==> config.mk <==
export PLATFORM = sky130hd
export DESIGN_NAME = ras_predictor
export DESIGN_NICKNAME = d
export VERILOG_FILES = /design/src/rtl/ras_pkg.sv /design/src/rtl/ras_ptr_ctrl.sv /design/src/rtl/ras_storage.sv /design/src/rtl/ras_pred_out.sv /design/src/rtl/ras_predictor.sv
export SDC_FILE = /design/constraint.sdc
export NUM_CORES = 1
export LEC_CHECK = 0
export ABC_AREA = 1
export BUFFER_PORTS_ARGS = -buffer_cell sky130_fd_sc_hd__buf_2
export CORE_UTILIZATION = 59
export DETAILED_ROUTE_END_ITERATION = 12
export PLACE_DENSITY = 0.81
export SLEW_MARGIN = 30
export SYNTH_ARGS = -nofsm -noshare
export SYNTH_HDL_FRONTEND = slang
export SYNTH_SLANG_ARGS = --single-unit
==> constraint.sdc <==
create_clock -name clk -period 5.23 [get_ports clk]
set_input_delay 1.3075 -clock clk [delete_from_list [all_inputs] [get_ports clk]]
set_output_delay 1.3075 -clock clk [all_outputs]
set_load 0.02 [all_outputs]
==> src/rtl/ras_pkg.sv <==
package ras_pkg;

    localparam int unsigned RAS_ADDR_W     = 32;
    localparam int unsigned RAS_DEPTH      = 4;
    localparam int unsigned RAS_INST_BYTES = 4;

    typedef enum logic {
        OVF_WRAP = 1'b0,
        OVF_HOLD = 1'b1
    } ovf_policy_e;

    typedef struct packed {
        logic call;
        logic ret;
    } ras_req_t;

    function automatic logic [RAS_ADDR_W-1:0] link_addr(input logic [RAS_ADDR_W-1:0] pc);
        return pc + RAS_ADDR_W'(RAS_INST_BYTES);
    endfunction

endpackage

==> src/rtl/ras_ptr_ctrl.sv <==
module ras_ptr_ctrl #(
    parameter int unsigned          DEPTH      = ras_pkg::RAS_DEPTH,
    parameter ras_pkg::ovf_policy_e OVF_POLICY = ras_pkg::OVF_WRAP,
    parameter int unsigned          PTR_W      = $clog2(DEPTH),
    parameter int unsigned          CNT_W      = $clog2(DEPTH + 1)
) (
    input  logic                 clk,
    input  logic                 rst,
    input  ras_pkg::ras_req_t    req,
    output logic                 pop_fire,
    output logic                 wr_en,
    output logic [PTR_W-1:0]     wr_idx,
    output logic [PTR_W-1:0]     top_ptr,
    output logic [CNT_W-1:0]     occ
);
    localparam logic [CNT_W-1:0] FULL_CNT = CNT_W'(DEPTH);

    logic [PTR_W-1:0] top_q, top_after_pop, top_d;
    logic [CNT_W-1:0] cnt_q, cnt_after_pop, cnt_d;
    logic             push_ok;

    // the return is applied first, then the call
    always_comb begin
        pop_fire      = req.ret && (cnt_q != '0);
        top_after_pop = pop_fire ? top_q - PTR_W'(1) : top_q;
        cnt_after_pop = pop_fire ? cnt_q - CNT_W'(1) : cnt_q;
    end

    generate
        if (OVF_POLICY == ras_pkg::OVF_HOLD) begin : g_hold
            always_comb push_ok = req.call && (cnt_after_pop != FULL_CNT);
        end else begin : g_wrap
            always_comb push_ok = req.call;
        end
    endgenerate

    always_comb begin
        wr_en  = push_ok;
        wr_idx = top_after_pop + PTR_W'(1);
        top_d  = push_ok ? wr_idx : top_after_pop;
        cnt_d  = cnt_after_pop;
        if (push_ok && cnt_after_pop != FULL_CNT)
            cnt_d = cnt_after_pop + CNT_W'(1);
    end

    always_ff @(posedge clk) begin
        if (rst) begin
            top_q <= '0;
            cnt_q <= '0;
        end else begin
            top_q <= top_d;
            cnt_q <= cnt_d;
        end
    end

    assign top_ptr = top_q;
    assign occ     = cnt_q;
endmodule

==> src/rtl/ras_storage.sv <==
module ras_storage #(
    parameter int unsigned DEPTH  = ras_pkg::RAS_DEPTH,
    parameter int unsigned ADDR_W = ras_pkg::RAS_ADDR_W,
    parameter int unsigned PTR_W  = $clog2(DEPTH)
) (
    input  logic              clk,
    input  logic              rst,
    input  logic              wr_en,
    input  logic [PTR_W-1:0]  wr_idx,
    input  logic [ADDR_W-1:0] wr_data,
    input  logic [PTR_W-1:0]  rd_idx,
    output logic [ADDR_W-1:0] rd_data
);
    logic [ADDR_W-1:0] slot_q [DEPTH];

    generate
        for (genvar s = 0; s < DEPTH; s++) begin : g_slot
            always_ff @(posedge clk) begin
                if (rst)
                    slot_q[s] <= '0;
                else if (wr_en && wr_idx == PTR_W'(s))
                    slot_q[s] <= wr_data;
            end
        end
    endgenerate

    assign rd_data = slot_q[rd_idx];
endmodule

==> src/rtl/ras_pred_out.sv <==
module ras_pred_out #(
    parameter int unsigned ADDR_W = ras_pkg::RAS_ADDR_W
) (
    input  logic              pop_fire,
    input  logic [ADDR_W-1:0] top_data,
    output logic              pred_valid,
    output logic [ADDR_W-1:0] pred_addr
);
    always_comb begin
        pred_valid = pop_fire;
        pred_addr  = pop_fire ? top_data : '0;
    end
endmodule

==> src/rtl/ras_predictor.sv <==
module ras_predictor #(
    parameter int unsigned          DEPTH      = ras_pkg::RAS_DEPTH,
    parameter int unsigned          ADDR_W     = ras_pkg::RAS_ADDR_W,
    parameter ras_pkg::ovf_policy_e OVF_POLICY = ras_pkg::OVF_WRAP
) (
    input  logic              clk,
    input  logic              rst,
    input  logic              call_i,
    input  logic              ret_i,
    input  logic [ADDR_W-1:0] call_pc_i,
    output logic              pred_valid_o,
    output logic [ADDR_W-1:0] pred_addr_o
);
    // DEPTH must be a power of two and at least 2 for the pointer to wrap cleanly
    localparam int unsigned PTR_W = $clog2(DEPTH);
    localparam int unsigned CNT_W = $clog2(DEPTH + 1);

    ras_pkg::ras_req_t req;
    logic              pop_fire, wr_en;
    logic [PTR_W-1:0]  wr_idx, top_ptr;
    logic [CNT_W-1:0]  occ;
    logic [ADDR_W-1:0] top_data, push_data;

    assign req.call  = call_i;
    assign req.ret   = ret_i;
    assign push_data = ras_pkg::link_addr(call_pc_i);

    ras_ptr_ctrl #(
        .DEPTH(DEPTH), .OVF_POLICY(OVF_POLICY), .PTR_W(PTR_W), .CNT_W(CNT_W)
    ) u_ctrl (
        .clk(clk), .rst(rst), .req(req), .pop_fire(pop_fire), .wr_en(wr_en),
        .wr_idx(wr_idx), .top_ptr(top_ptr), .occ(occ)
    );

    ras_storage #(.DEPTH(DEPTH), .ADDR_W(ADDR_W), .PTR_W(PTR_W)) u_store (
        .clk(clk), .rst(rst), .wr_en(wr_en), .wr_idx(wr_idx), .wr_data(push_data),
        .rd_idx(top_ptr), .rd_data(top_data)
    );

    ras_pred_out #(.ADDR_W(ADDR_W)) u_out (
        .pop_fire(pop_fire), .top_data(top_data),
        .pred_valid(pred_valid_o), .pred_addr(pred_addr_o)
    );
endmodule

## Yosys cells after proc, flatten, opt, wreduce, memory -nomap -nowiden

Memory sizes are Yosys's and may differ from the RTL's. A register that Yosys moved wholly into a read port is not among the register bits.
Cells that the tools add are included.

| operators by class | value |
|---|---|
| add/subtract/negate cells | 5 |
| eq/ne operators | 4 |
| mux-type cells | 24 |
| bitwise operators | 4 |
| reductions and logical operators | 8 |

Operators by type and width:

| kind | count |
|---|---|
| $mux W32 | 5 |
| $add A32 B3 Y32 const B | 1 |
| $mux W1 | 14 |
| $logic_and A1 B1 Y1 | 6 |
| $mux W2 | 3 |
| $mux W3 | 2 |
| $eq A2 B2 Y1 const B | 2 |
| $or A1 B1 Y1 | 4 |
| $add A3 B1 Y3 const B | 1 |
| $ne A3 B3 Y1 const B | 1 |
| $reduce_bool A3 Y1 | 1 |
| $sub A3 B1 Y3 const B | 1 |
| $add A2 B1 Y2 const B | 1 |
| $eq A2 B1 Y1 const B | 1 |
| $logic_not A2 Y1 | 1 |
| $sub A2 B1 Y2 const B | 1 |

| storage, ports and cells | value |
|---|---|
| register bits | 5 |
| memory bits (writable) | 128 |
| word-level logic and storage cells | 48 |
| memories | 1 |

Memories:

| memory | depth | bits a word | read ports | clocked after memory_dff | wr ports | line | text |
|---|---|---|---|---|---|---|---|
| u_store.slot_q | 4 | 32 | 1 | 1 | 4 | ras_storage.sv:14 | `logic [ADDR_W-1:0] slot_q [DEPTH];` |

## Logic depth before layout (Yosys ltp)

| depth | value |
|---|---|
| depth in word-level cells | 10 |
| mapped depth | 15 |
| mapped depth without buffers | 14 |

## By module

From an unflattened synthesis, not the netlist that was laid out.

| unflattened totals | value |
|---|---|
| cells, all modules | 991 |
| area, all modules | 7654.8 µm² |

Modules (own cells, without submodules):

| module | times used | cells an instance | area an instance (µm²) |
|---|---|---|---|
| ras_storage | 1 | 693 | 6109.6 |
| ras_predictor | 1 | 175 | 894.6 |
| ras_ptr_ctrl | 1 | 55 | 369.1 |
| ras_pred_out | 1 | 68 | 281.5 |

## Worst setup path before layout

Ideal clock, no wire load.

| timing | value |
|---|---|
| path kind | input-to-reg |
| start | in ret_i |
| end | mem u_store.slot_q[0][0] (netlist bit), enable pin |
| setup time | 466 ps |
| arrival time | 4533 ps |
| data required time | 4764 ps |
| slack | 231 ps |
| cell stages on the path | 7 |
| buffers on the path | 0 |
| cells stage by stage | nand2_1 -> inv_1 -> nand2_1 -> xor2_1 -> ha_1 -> inv_1 -> o21ai_0 |

RTL lines:

| element | line | text |
|---|---|---|
| start: declaration | ras_predictor.sv:9 | `input logic ret_i,` |
| end: declaration | ras_storage.sv:14 |  |

==> impl_metrics.toml <==
[routing]
postRouteAntennaNets = 0
drt_iter0_markers = 612
wl_per_cell_microns = 18.4
drt-vias-per-instance = 6.00
wirelength_microns = 18100
drtPass1Iterations = 6
vias = 5912
drc = 0

[floorplan]
initial_core_util_pct = 61.7
coreArea_sq_um = 11100
rows = 38
die_height_microns = 110
die-area_sq_um = 12000
ioPinCount = 69
die_w_microns = 110

[finish]
antennaDiodeCount = 0
multiInputGateArea_sq_um = 2590
regArea_sq_um = 3950
fin_nets = 877
area_growth_pct = 15.3
fillers = 786
drive_above_1_share_pct = 15.8
layoutNonFillerInstCount = 986

[sta]
tns_ns = 0
finalHoldViolations = 0
post-route-period-util_pct = 78.8
maxSlewViolCount = 0
slew_headroom_pct = 45.5
setup_ws_ns = 1.11
setup_violations = 0
finClkSkew_ns = 0.00612
tightestPinTransition_ns = 0.817
min_period_ns = 4.12
max_freq_mhz = 243
rsz0062_at_grt = "no"

[synthesis]
netlist_instances = 771
synth.area.top_cells = "edfxtp_1, nor2_1, a21oi_1"
synth_seq_cells = 133
synth.yosys.seq_area_share_pct = 57.7
synthMuxAreaShare_pct = 0
synth_area_leader_cell = "edfxtp_1"
synth_top_area_share_pct = 56.2
synth-async-reset-ratio_pct = 0
synth_area_sq_um = 6840
yosys_most_used_dff = "edfxtp_1"
synth_top_family_by_area = "simple AND/OR/NAND/NOR gates"
ys_warn_count = 0
synth_compound_area_share_pct = 12.7
yosysMostFrequentCell = "nor2_1"
synth-simple-area-share_pct = 21.8
yosys-top-cells-count = "nor2_1, edfxtp_1, a21oi_1"
synth_xor_area_share_pct = 1.54
synth-edff-count = 128
synthAdderAreaFrac_pct = 1.46
synthesis.nets = 815
ys_types = 28
synth.avg_cell_area_sq_um = 8.87

[critical_path]
cp.arrival_ns = 2.82
crit_path_end_kind = "output pin"
critPathKind = "reg2out"
cp.required_ns = 3.92
crit_path_start_kind = "flop"
r2r_cells = 10
cp_max_fo = 65

[clock_network]
worstSkewPairLatency_ns = 0.42
cts.path.max_buffers = 2
numCtsBuffers = 17
htreeDepth = 4
clkSinkCount = 133
cts_tree = "done"
cts.clk_slew.worst_paths_ns = 0.06
cts_hold_buf = 0
post_cts_buffers = 0
cts_resized = 0
cts_root_buf = "clkbuf_16"

[global_route]
antenna_found_initial = 0
grt_first_pass_wirelength_microns = 28400
grt_overflow = 0
grt_usage_pct = 32.3
grt_pass1_vias = 5652
grt_max_degree = 66

[placed_design]
place.gp.congestion = 0.934
detailed_place_hpwl_microns = 11200
port_buffers = 68
place_ws_ns = 1.21
dp.cells = 954

[status]
outcome = "finished, final reports clean"

[pwr]
power_leakage_nw = 3.20
ir_worst_vdd_uv = 421
power_density_nw_per_um2 = 472

[run]
drv_cap = 0

[hold_path]
hp-class = "reg2reg"
min_path_cells = 4
-- cells in the final DEF (no fill, tap or decap), drive strengths merged --
cell type  instances
a21oi             97
and2               2
buf               79
bufinv             2
clkbuf            18
clkinv             8
clkinvlp           4
dfxtp              5
edfxtp           128
ha                 8
inv               50
nand2             88
nand3             17
nand3b             4
nand4              2
nor2             241
nor3               4
o21ai             76
or2                1
xnor2              5
xor2               7
-- per-layer routing --
layer	share of wire, %	global-route usage, %	vias to the layer above
li1	-	-	2722
met4	2.8	12.5	0
met3	9.4	7.47	53
met2	49	53.7	380
met1	38	41.2	2757
met5	0	0	-
-- cells by family after synthesis --
group / Yosys count
and+or+nand+nor: 359
xor gates and xnor gates: 12
buffers and inverters: 86
adders and majority gates: 8
DFF: 133
AOI/OAI and AO/OA: 173
-- critical path: stages (launching register included) --
cell      delay [ns]
dfxtp_2         0.73
clkinv_2        0.83
o21ai_0         0.46
a21oi_1         0.16
buf_2           0.19
-- flip-flops by register name, summed over array words and instances, names as in the netlist --
register and flops:
u_store.slot_q 128, u_ctrl.occ 3, u_ctrl.top_ptr 2
-- path summary, 6_finish.rpt --
path	endpoint	slack, ns	from
worst min-delay path	u_ctrl.occ[1]$_SDFF_PP0_	0.66	u_ctrl.occ[1]$_SDFF_PP0_
worst max register to register	u_store.slot_q[1][13]$_SDFFCE_PN0P_	1.30	u_ctrl.top_ptr[0]$_SDFF_PP0_
worst min register to register	u_ctrl.occ[1]$_SDFF_PP0_	0.66	u_ctrl.occ[1]$_SDFF_PP0_
worst max-delay path	pred_addr_o[20]	1.11	u_ctrl.top_ptr[0]$_SDFF_PP0_
-- layout make-up --
type	count	area share [%]
Clock buffer	18	5.44
Multi-Input combinational cell	552	32.8
Sequential cell	133	50.0
Timing Repair Buffer	79	5.36
Clock inverter	14	1.70
Inverter	50	2.40
Tap cell	140	2.22
-- power breakdown --
group | total [mW] | internal [mW] | switching [mW] | leakage [nW]
Clock | 1.14 | 0.695 | 0.449 | 0.265
Sequential | 1.51 | 1.43 | 0.0732 | 1.38
Combinational | 1.07 | 0.294 | 0.778 | 1.55
Total | 3.72 | 2.42 | 1.30 | 3.20
-- stage by stage --
stage / util, % / instance area, sq um / power, mW / hold WS [ns]
floorplan: - / 6840 / 2.22 / 0.568
global route: 71.2 / 7880 / 3.89 / 0.668
detailed placement: 66.1 / 7320 / 2.57 / 0.641
finish: 71.2 / 7880 / 3.72 / 0.656
CTS: 71.2 / 7880 / 3.71 / 0.650
global placement: 66.1 / 7320 / 2.52 / 0.595
No activity file was read; power rests on OpenSTA's default activity.
